<file path="src/rtl/irqf_pkg.sv">
package irqf_pkg;
  typedef enum logic [1:0] {
    MODE_SWCLR = 2'd0,
    MODE_HWCLR = 2'd1,
    MODE_LEVEL = 2'd2
  } flag_mode_e;
endpackage

</file>
<file path="src/rtl/irqf_flag_cell.sv">
module irqf_flag_cell #(
  parameter logic [1:0] CELL_MODE = 2'd0
) (
  input  logic clk,
  input  logic rst_n,
  input  logic set_pulse,
  input  logic clr_req,
  input  logic level_in,
  output logic eff_flag
);
  if (CELL_MODE == irqf_pkg::MODE_LEVEL) begin : g_level
    logic unused_level;
    assign unused_level = ^{clk, rst_n, set_pulse, clr_req};
    assign eff_flag = level_in;
  end else begin : g_latched
    logic flag_q;
    logic unused_latched;
    assign unused_latched = level_in;

    always_ff @(posedge clk or negedge rst_n) begin
      if (!rst_n)         flag_q <= 1'b0;
      else if (set_pulse) flag_q <= 1'b1;
      else if (clr_req)   flag_q <= 1'b0;
    end
    assign eff_flag = flag_q;

    AST_SET_WINS: assert property (@(posedge clk) disable iff (!rst_n)
      set_pulse |=> flag_q);
    AST_CLEAR_TAKES: assert property (@(posedge clk) disable iff (!rst_n)
      (clr_req && !set_pulse) |=> !flag_q);
    AST_FLAG_HOLDS: assert property (@(posedge clk) disable iff (!rst_n)
      (!clr_req && !set_pulse) |=> $stable(flag_q));
  end
endmodule

</file>
<file path="src/rtl/irqf_mask_reg.sv">
module irqf_mask_reg #(
  parameter int WIDTH = 8
) (
  input  logic             clk,
  input  logic             rst_n,
  input  logic             load,
  input  logic [WIDTH-1:0] din,
  output logic [WIDTH-1:0] mask_q
);
  always_ff @(posedge clk or negedge rst_n) begin
    if (!rst_n)    mask_q <= '0;
    else if (load) mask_q <= din;
  end

  AST_MASK_LOAD: assert property (@(posedge clk) disable iff (!rst_n)
    load |=> (mask_q == $past(din)));
  AST_MASK_KEEP: assert property (@(posedge clk) disable iff (!rst_n)
    !load |=> $stable(mask_q));
endmodule

</file>
<file path="src/rtl/irqf_ctrl.sv">
module irqf_ctrl #(
  parameter int                   WIDTH      = 8,
  parameter logic [2*WIDTH-1:0]   FLAG_MODES = 16'hA500
) (
  input  logic             clk,
  input  logic             rst_n,
  input  logic             wr_en,
  input  logic             wr_addr,
  input  logic [WIDTH-1:0] wr_data,
  input  logic             rd_addr,
  output logic [WIDTH-1:0] rd_data,
  input  logic [WIDTH-1:0] evt_set,
  input  logic [WIDTH-1:0] hw_clr,
  input  logic [WIDTH-1:0] lvl_in,
  output logic             irq
);
  localparam logic ADDR_FLAGS = 1'b0;
  localparam logic ADDR_MASK  = 1'b1;

  logic [WIDTH-1:0] eff_flags;
  logic [WIDTH-1:0] mask_q;
  logic [WIDTH-1:0] clr_sel;
  logic             flag_wr;

  assign flag_wr = wr_en && (wr_addr == ADDR_FLAGS);

  for (genvar i = 0; i < WIDTH; i++) begin : g_bit
    localparam logic [1:0] BMODE = FLAG_MODES[2*i +: 2];

    if (BMODE == irqf_pkg::MODE_SWCLR) begin : g_sw
      assign clr_sel[i] = flag_wr && wr_data[i];
    end else if (BMODE == irqf_pkg::MODE_HWCLR) begin : g_hw
      assign clr_sel[i] = hw_clr[i];
      AST_RO_IGNORES_WRITE: assert property (@(posedge clk) disable iff (!rst_n)
        (flag_wr && !evt_set[i] && !hw_clr[i]) |=> $stable(eff_flags[i]));
    end else begin : g_lv
      assign clr_sel[i] = 1'b0;
    end

    irqf_flag_cell #(.CELL_MODE(BMODE)) u_cell (
      .clk      (clk),
      .rst_n    (rst_n),
      .set_pulse(evt_set[i]),
      .clr_req  (clr_sel[i]),
      .level_in (lvl_in[i]),
      .eff_flag (eff_flags[i])
    );
  end

  irqf_mask_reg #(.WIDTH(WIDTH)) u_mask (
    .clk   (clk),
    .rst_n (rst_n),
    .load  (wr_en && (wr_addr == ADDR_MASK)),
    .din   (wr_data),
    .mask_q(mask_q)
  );

  assign rd_data = (rd_addr == ADDR_MASK) ? mask_q : eff_flags;
  assign irq     = |(eff_flags & mask_q);

  AST_IRQ_NEEDS_MASK: assert property (@(posedge clk) disable iff (!rst_n)
    irq |-> (mask_q != '0));
  AST_IRQ_NEEDS_FLAG: assert property (@(posedge clk) disable iff (!rst_n)
    irq |-> (eff_flags != '0));
endmodule

</file>
<file path="config.mk">
export PLATFORM = sky130hd
export DESIGN_NAME = irqf_ctrl
export DESIGN_NICKNAME = d
export VERILOG_FILES = /design/src/rtl/irqf_pkg.sv /design/src/rtl/irqf_flag_cell.sv /design/src/rtl/irqf_mask_reg.sv /design/src/rtl/irqf_ctrl.sv
export SDC_FILE = /design/constraint.sdc
export NUM_CORES = 1
export LEC_CHECK = 0
export CORE_MARGIN = 2
export CORE_UTILIZATION = 39
export DETAILED_ROUTE_END_ITERATION = 6
export PLACE_DENSITY = 0.89
export SYNTH_ARGS = -nofsm -noshare
export SYNTH_HDL_FRONTEND = slang
export SYNTH_HIERARCHICAL = 1
export SYNTH_SLANG_ARGS = --single-unit
</file>
<file path="constraint.sdc">
create_clock -name clk -period 2.87 [get_ports clk]
set_clock_uncertainty 0.1 [all_clocks]
set_input_delay 0.861 -clock clk [delete_from_list [all_inputs] [get_ports clk]]
set_output_delay 0.861 -clock clk [all_outputs]
set_load 0.01 [all_outputs]
</file>
==> run_results.csv, run 1 <==
group,metric,value,unit
outcome,status,"complete, no violations",
sta,max_clock_freq,0.352,GHz
synthesis,syn_area,769,um2
worst_setup_path,cpMaxStageDelayCell,"clkdlybuf4s50_1",
global_routing,antenna_found_initial,0,
floorplan,die_area,0.00234,mm2
synthesis,synthesis.nets,94,
floorplan,rows,16,
sta,setup_viol,0,
sta,whs,0.424,ns
clock_tree,cts_post_setup_buffers_inserted,0,
floorplan,core_area,0.00190,mm2
flow_run,max_cap_violations,0,
worst_setup_path,worstPathCellList,"clkdlybuf4s50_1 -> a22oi_2 -> nand4_1 -> dlygate4sd2_1",
layout,postLayoutCoreUtil,58.6,%
worst_setup_path,slowest_delay,0.45,ns
pwr,clockPowerShare,20.9,%
pwr,p_seq_share,49.6,%
global_routing,grt-ovfl-total,0,
worst_hold_path,hp-class,"reg -> reg",
synthesis,yosys_warnings,6,
worst_hold_path,holdPathStages,1,
floorplan,io_pins,46,
sta,slew_viol_final,0,
layout,area_delta_synth_final,44.7,%
synthesis,syn_avg_cell_area,13.5,um2
route,drtIter0Drc,5,
layout,diodes,0,
pwr,p_comb_share,29.5,%
pwr,power_density,432,mW/mm2
clock_tree,clkSinkCount,14,
clock_tree,cts.path.max_buffers,2,
sta,finalCriticalPeriod,2.84,ns
worst_hold_path,hold_end,"g_bit[5].u_cell/eff_flag$_DFFE_PN0P_",
sta,min_period_over_period,99.0,%
worst_setup_path,worst_r2r_endpoint,"u_mask/mask_q[3]$_DFFE_PN0P_",
pwr,vdd_drop_max,0.173,mV
synthesis,syn_inst,57,
floorplan,die-width,48.4,um
worst_setup_path,start_kind,"input port",
global_routing,grt_usage,14.6,%
placed_design,gp_congestion,0.749,
pwr,leakage,0.501,nW
worst_setup_path,crit_arrival,1.88,ns
layout,drive_gt1_share,24.7,%
clock_tree,worstSkewPairLatency,0.26,ns
worst_setup_path,worstPathRequired,1.91,ns
global_routing,grt_pass1_wl,2550,um
sta,hold_violations,0,
worst_setup_path,cp_max_fo,2,
worst_hold_path,hp-start,"g_bit[5].u_cell/eff_flag$_DFFE_PN0P_",
clock_tree,ctsHtreeMaxLevel,1,
layout,fin_nets,128,
global_routing,grt_start_max_net_pins,15,
sta,tightestPinTransition,0.615,ns
pwr,netSwitchingPower,0.117,mW
worst_setup_path,critPathKind,"in -> out",
floorplan,start_util,40.5,%
worst_setup_path,reg2reg_from,"u_mask/mask_q[3]$_DFFE_PN0P_",
route,drt-wirelength-per-cell,13.6,um
worst_setup_path,end_kind,"output pin",
global_routing,grt_pass1_vias,548,
pwr,switching_share,24.3,%
sta,relSlewSlack,58.9,%
route,drt_pre_antenna_iters,2,
placed_design,dp_cells,113,
route,wl,1580,um
clock_tree,clk_pin_slew_worst_paths,0.07,ns
worst_setup_path,reg2regPathDepth,1,
route,post-route-drc-count,0,
worst_setup_path,r2r_slack,1.97,ns
clock_tree,cts_buffers,3,
pwr,p_int,0.364,mW
placed_design,io_buffers,31,
route,via_count,542,
floorplan,dieHeight,48.4,um
route,routed_via_density,4.67,
layout,final_cells,116,
route,antenna_left,0,
clock_tree,tritoncts,"done",
clock_tree,cts-root-buf,"clkbuf_4",
==> layout by cell type (no fill, tap or decap) <==
cell type,n
a21o_1,6
a22oi_1,3
a22oi_2,1
and2_1,5
buf_6,2
clkbuf_4,3
clkdlybuf4s50_1,21
dfrtp_1,14
dlygate4sd2_1,10
inv_1,6
mux2_4,16
nand4_1,1
nor2b_1,1
==> power groups by stage <==
stage | logic [mW] | clock network [mW] | registers [mW]
2_1_floorplan | 0.0830 | 0 | 0.235
3_3_place_gp | 0.148 | 0 | 0.238
3_5_place_dp | 0.152 | 0 | 0.242
4_1_cts | 0.142 | 0.106 | 0.238
5_1_grt | 0.151 | 0.115 | 0.242
6_report | 0.142 | 0.101 | 0.238
==> layout make-up <==
cell class | count | area, um2
Fill cell | 167 | 788
Multi-Input combinational cell | 33 | 364
Sequential cell | 14 | 350
Timing Repair Buffer | 33 | 320
Tap cell | 27 | 33.8
Clock buffer | 3 | 22.5
Inverter | 6 | 22.5
==> flip-flops by register name (all words and copies together), names as in the netlist <==
register / count
g_bit.u_cell/eff_flag: 6
u_mask/mask_q: 8
==> critical path: cells and delay by family <==
family                 cells  cell delay, ns
and+or+nand+nor            1            0.09
AOI/OAI and AO/OA          1            0.19
buffers and inverters      2            0.74
==> worst max-delay path by stage <==
| stage | start | to | slack (ns) | depth (start not counted) |
|---|---|---|---|---|
| floorplan | rd_addr | rd_data[0] | 0.61 | 2 |
| global placement | rd_addr | rd_data[2] | -0.37 | 4 |
| detailed placement | rd_addr | rd_data[4] | -0.38 | 4 |
| CTS | lvl_in[6] | irq | 0.03 | 4 |
| global route | lvl_in[6] | irq | -0.02 | 4 |
| finish | lvl_in[6] | irq | 0.03 | 4 |
==> routing by layer <==
layer	share of wire, %	global-route usage (%)
met2	51	25.7
met1	41	16.6
met4	1.2	7.14
met3	7.0	3.40
met5	0	0
==> repair_timing <==
item	CTS	global route
cloned	0	0
resized for setup	12	1
endpoints found under the setup margin	9	1
hold buffers	0	0
==> per-stage QoR <==
stage	setup slack, ns	power (mW)	setup TNS (ns)	area (um2)
2_1_floorplan	0.607	0.318	0	769
3_3_place_gp	-0.366	0.386	-3.03	1090
3_5_place_dp	-0.378	0.393	-3.06	1090
4_1_cts	0.0303	0.486	0	1110
5_1_grt	-0.0207	0.508	-0.0207	1110
6_report	0.0294	0.481	0	1110
Note: power is estimated with default switching activity, not from simulation.
==> run 2: changes to the inputs <==
==> constraint.sdc (replaced) <==
create_clock -name clk -period 3.5 [get_ports clk]
set_clock_uncertainty 0.1 [all_clocks]
set_input_delay 1.05 -clock clk [delete_from_list [all_inputs] [get_ports clk]]
set_output_delay 1.05 -clock clk [all_outputs]
set_load 0.01 [all_outputs]
==> run_results.csv, run 2 (same netlist as run 1, synthesis figures left out) <==
group,metric,value,unit
outcome,status,"complete, no violations",
floorplan,start_util,40.5,%
layout,postLayoutCoreUtil,58.0,%
route,routed_via_density,4.64,
clock_tree,cts.path.max_buffers,2,
sta,hold_violations,0,
worst_setup_path,end_kind,"output pin",
layout,fin_area,0.00110,mm2
layout,final_common_cell,"clkdlybuf4s50_1",
floorplan,rows,16,
clock_tree,cts_post_setup_buffers_inserted,0,
sta,whs,0.424,ns
pwr,leakage,0.499,nW
route,drtIter0Drc,5,
worst_hold_path,hp-class,"reg -> reg",
global_routing,grt_pass1_wl,2540,um
worst_setup_path,start_kind,"input port",
worst_setup_path,crit_arrival,2.28,ns
sta,rsz0062_at_grt,"false",
clock_tree,cts-root-buf,"clkbuf_4",
route,wl,1540,um
placed_design,io_buffers,31,
layout,mostFrequentLayoutCells,"23 x clkdlybuf4s50_1, 16 x mux2_4, 14 x dfrtp_1",
pwr,vdd_drop_max,0.140,mV
clock_tree,tritoncts,"done",
worst_hold_path,holdPathStages,1,
route,post-route-drc-count,0,
clock_tree,ctsHtreeMaxLevel,1,
route,drt_pre_antenna_iters,4,
placed_design,post-place-ws,-0.126,ns
pwr,power_density,354,mW/mm2
worst_setup_path,cp_max_fo,4,
route,drt-wirelength-per-cell,13.2,um
global_routing,grt_usage,14.5,%
floorplan,io_pins,46,
clock_tree,worstSkewPairLatency,0.26,ns
sta,tightestPinTransition,0.607,ns
sta,setup_viol,0,
global_routing,antenna_found_initial,0,
worst_setup_path,critPathKind,"in -> out",
floorplan,die-width,48.4,um
global_routing,grt-ovfl-total,0,
layout,drive_gt1_share,23.6,%
layout,largest_register,"u_mask/mask_q",
layout,largest_reg_flops,8,
placed_design,place_area,0.00109,mm2
sta,relSlewSlack,59.4,%
floorplan,die_area,0.00234,mm2
clock_tree,cts_buffers,3,
global_routing,grt_pass1_vias,547,
clock_tree,post_cts_resized,8,
worst_setup_path,reg2regPathDepth,1,
sta,finalCriticalPeriod,3.43,ns
route,antenna_left,0,
layout,diodes,0,
clock_tree,holdBufCountCts,0,
sta,max_clock_freq,0.292,GHz
worst_setup_path,worstPathRequired,2.35,ns
floorplan,dieHeight,48.4,um
floorplan,core_area,0.00190,mm2
layout,fin_nets,128,
layout,area_delta_synth_final,43.4,%
placed_design,dp_cells,113,
flow_run,max_cap_violations,0,
clock_tree,clkSinkCount,14,
sta,min_period_over_period,98.0,%
sta,slew_viol_final,0,
route,via_count,538,
sta,setup_ws,0.0705,ns
pwr,total_power,0.391,mW
placed_design,gp_congestion,0.749,
layout,final_cells,116,
clock_tree,clk_pin_slew_worst_paths,0.07,ns
layout,n_fill_cell,166,
global_routing,grt_start_max_net_pins,15,
sta,tns,0,ns
run 2: critical path, cell delays in order:
cell	delay, ns
clkdlybuf4s50_1	0.48
buf_4	0.16
mux2_4	0.31
dlygate4sd2_1	0.28
run 2: worst paths after layout:
check	slack (ns)	end	start
min	0.42	g_bit[5].u_cell/eff_flag$_DFFE_PN0P_	g_bit[5].u_cell/eff_flag$_DFFE_PN0P_
max in group asynchronous	1.84	u_mask/mask_q[6]$_DFFE_PN0P_	rst_n
min reg2reg	0.42	g_bit[5].u_cell/eff_flag$_DFFE_PN0P_	g_bit[5].u_cell/eff_flag$_DFFE_PN0P_
min in group asynchronous	1.07	g_bit[4].u_cell/eff_flag$_DFFE_PN0P_	rst_n
max	0.07	rd_data[0]	rd_addr
max reg2reg	2.60	u_mask/mask_q[3]$_DFFE_PN0P_	u_mask/mask_q[3]$_DFFE_PN0P_
run 2: layout make-up:
type,count,area (um2),area share (%)
Sequential cell,14,350,31.7
Multi-Input combinational cell,33,359,32.5
Clock buffer,3,22.5,2.04
Inverter,6,22.5,2.04
Tap cell,27,33.8,3.06
Timing Repair Buffer,33,315,28.6
run 2: layer usage:
| layer | vias to the layer above | track usage [%] | share of wire [%] |
|---|---|---|---|
| li1 | 257 | - | - |
| met1 | 256 | 16.4 | 42 |
| met2 | 25 | 25.7 | 51 |
| met3 | 0 | 3.40 | 7.5 |
| met4 | 0 | 7.14 | 0 |
| met5 | - | 0 | 0 |
run 2: report_power, final:
| group | internal [mW] | switching, mW |
|---|---|---|
| sequential | 0.179 | 0.0155 |
| clock | 0.0396 | 0.0419 |
| combinational | 0.0787 | 0.0359 |
| total | 0.298 | 0.0932 |
==> run 3: changes to the inputs <==
--- a/config.mk
+++ b/config.mk
@@ -6,10 +6,9 @@
 export NUM_CORES = 1
 export LEC_CHECK = 0
 export CORE_MARGIN = 2
-export CORE_UTILIZATION = 39
+export CORE_UTILIZATION = 36
 export DETAILED_ROUTE_END_ITERATION = 6
-export PLACE_DENSITY = 0.89
+export PLACE_DENSITY = 0.88
 export SYNTH_ARGS = -nofsm -noshare
 export SYNTH_HDL_FRONTEND = slang
-export SYNTH_HIERARCHICAL = 1
 export SYNTH_SLANG_ARGS = --single-unit
==> run_results.csv, run 3 <==
group,metric,value,unit
clock_tree,worstSkewPairLatency,0.27,ns
worst_hold_path,hp-class,"reg -> reg",
synthesis,synthArstFlopShare,100,%
sta,slew_viol_final,0,
clock_tree,tritoncts,"done",
layout,final_common_cell,"clkdlybuf4s50_1",
pwr,p_comb_share,26.1,%
route,wl,1470,um
clock_tree,cts-root-buf,"clkbuf_4",
worst_setup_path,critical-path-top-delay-family,"buffers and inverters",
layout,diodes,0,
worst_setup_path,critPathKind,"in -> out",
synthesis,syn_inst,49,
floorplan,rows,15,
sta,finalCriticalPeriod,3.18,ns
route,via_count,539,
worst_setup_path,slowest_delay,0.42,ns
placed_design,post-place-ws,-0.154,ns
clock_tree,clkSinkCount,14,
clock_tree,cts_buffers,3,
synthesis,syn_avg_cell_area,13.6,um2
synthesis,synth_cell_types,9,
floorplan,die-width,47,um
global_routing,grt_start_max_net_pins,15,
floorplan,dieHeight,47,um
route,routed_via_density,4.99,
sta,min_period_over_period,90.7,%
pwr,netSwitchingPower,0.0952,mW
synthesis,synthesis.nets,86,
layout,seq_area,350,um2
synthesis,yosys_warnings,0,
synthesis,synth-simple-area-share,7.14,%
synthesis,ys_seq_elements,14,
synthesis,synth_top_area_share,52.6,%
route,drt_pre_antenna_iters,3,
global_routing,grt-ovfl-total,0,
sta,max_clock_freq,0.315,GHz
synthesis,yosysMostFrequentCell,"mux2_2",
layout,fin_nets,122,
sta,relSlewSlack,58.9,%
pwr,p_seq_share,50.7,%
worst_setup_path,start_kind,"input port",
pwr,leakage,0.434,nW
clock_tree,cts.path.max_buffers,2,
layout,mostFrequentLayoutCells,"21 x clkdlybuf4s50_1, 16 x mux2_2, 14 x dfrtp_1",
pwr,p_int,0.283,mW
layout,drive_gt1_share,25.3,%
floorplan,io_pins,46,
synthesis,muxShareOfSynthArea,27.1,%
synthesis,synth_seq_area_share,52.6,%
pwr,switching_share,25.2,%
sta,setup_ws,0.325,ns
sta,tightestPinTransition,0.614,ns
global_routing,grt_pass1_wl,2240,um
clock_tree,ctsHtreeMaxLevel,1,
layout,n_fill_cell,154,
sta,rsz0062_at_grt,"false",
sta,hold_violations,0,
worst_setup_path,cpMaxStageDelayCell,"clkdlybuf4s50_1",
floorplan,start_util,38.6,%
flow_run,max_cap_violations,0,
sta,setup_viol,0,
synthesis,netlist.top_cell.by_area,"dfrtp_1",
layout,multi_input_area,303,um2
synthesis,synth_commonest_cells,"16 x mux2_2, 14 x dfrtp_1, 6 x a21o_1",
sta,whs,0.410,ns
synthesis,synth_area_leaders,"dfrtp_1 53%, mux2_2 27%, a21o_1 6.8%",
synthesis,synth_flop_cell,"dfrtp_1",
worst_setup_path,worstPathRequired,2.35,ns
clock_tree,clk_pin_slew_worst_paths,0.08,ns
worst_setup_path,end_kind,"output pin",
global_routing,grt_pass1_vias,523,
synthesis,synth_compound_area_share,11.3,%
placed_design,io_buffers,31,
pwr,clockPowerShare,23.3,%
route,post-route-drc-count,0,
synthesis,synth-xor-area-share,0,%
placed_design,gp_congestion,0.754,
floorplan,die_area,0.00221,mm2
outcome,status,"complete, no violations",
synthesis,synth-adder-area-share,0,%
pwr,total_power,0.378,mW
layout,largest_register,"u_mask.mask_q",
route,drt-wirelength-per-cell,13.6,um
global_routing,antenna_found_initial,0,
global_routing,grt_usage,15.4,%
worst_setup_path,worstPathCellList,"clkdlybuf4s50_1 -> mux2_2 -> dlygate4sd2_1",
pwr,power_density,364,mW/mm2
worst_setup_path,crit_arrival,2.03,ns
layout,area_delta_synth_final,56.2,%
route,antenna_left,0,
route,drtIter0Drc,1,
synthesis,synth_edf_count,0,
placed_design,dp_hpwl,1180,um
worst_setup_path,path_buf_inv,2,
synthesis,synth_top_family_by_area,"multiplexers",
synthesis,syn_area,666,um2
pwr,vdd_drop_max,0.253,mV
worst_setup_path,cp_max_fo,2,
floorplan,core_area,0.00173,mm2
layout,largest_reg_flops,8,
clock_tree,holdBufCountCts,0,
==> run 3: cell types whose count changed in the layout (fill, tap and decap cells not counted), sizes merged <==
cell           change
nor2b              -1
dlymetal6s2s       +2
clkdlybuf4s50      -2
nand3b             +4
nand2              +1
and2               -5
buf                -1
inv                -4
==> run 3: repair_timing <==
item / in CTS / in global routing
setup endpoints to repair: 8 / 2
setup buffers: 0 / 0
hold endpoints to repair: 0 / 0
resized for setup: 8 / 2
==> run 3: logic make-up after synthesis <==
| family | after synthesis |
|---|---|
| multiplexers | 16 |
| flip-flops | 14 |
| AO/OA/AOI/OAI | 10 |
| AND/OR/NAND/NOR | 6 |
| buffers and inverters | 3 |
==> run 3: worst paths after layout <==
path	to	slack [ns]	start	depth (start not counted)
max	rd_data[7]	0.32	lvl_in[7]	3
min	g_bit[3].u_cell.eff_flag$_DFFE_PN0P_	0.41	g_bit[3].u_cell.eff_flag$_DFFE_PN0P_	1
max reg2reg	u_mask.mask_q[1]$_DFFE_PN0P_	2.62	u_mask.mask_q[1]$_DFFE_PN0P_	1
min reg2reg	g_bit[3].u_cell.eff_flag$_DFFE_PN0P_	0.41	g_bit[3].u_cell.eff_flag$_DFFE_PN0P_	1
max in group asynchronous	g_bit[5].u_cell.eff_flag$_DFFE_PN0P_	1.84	rst_n	1
min in group asynchronous	g_bit[1].u_cell.eff_flag$_DFFE_PN0P_	1.05	rst_n	1
==> run 3: power by group through the flow <==
| stage | combinational (mW) | clock, mW | sequential [mW] |
|---|---|---|---|
| after floorplan | 0.0471 | 0 | 0.191 |
| after global placement | 0.106 | 0 | 0.194 |
| after detailed placement | 0.109 | 0 | 0.195 |
| after CTS | 0.100 | 0.0906 | 0.192 |
| after global routing | 0.107 | 0.0977 | 0.194 |
| final | 0.0987 | 0.0880 | 0.192 |
==> run 3: metal layers <==
layer  GRT usage, %  routed length, um  share of wire [%]  vias up
li1               -                  -                  -      253
met2           26.6                785                 53       17
met4           8.33                 12               0.82        0
met1           17.6                607                 41      267
met5              0                  0                  0        -
met3           3.46                 64                4.4        2
==> run 3: stage by stage <==
stage | area (um2) | TNS [ns] | utilization [%] | std cells
finish | 1040 | 0 | 60.2 | 108
global route | 1040 | 0 | 60.2 | 108
CTS | 1030 | 0 | 59.9 | 108
detailed placement | 1020 | -1.13 | 59.2 | 105
global placement | 1020 | -1.18 | 59.2 | 105
floorplan | 666 | 0 | - | 49
==> run 3: final cells by class <==
cell class | count | area share [%]
Sequential cell | 14 | 33.7
Timing Repair Buffer | 32 | 31.3
Multi-Input combinational cell | 32 | 29.1
Tap cell | 25 | 3.01
Clock buffer | 3 | 2.17
Inverter | 2 | 0.722
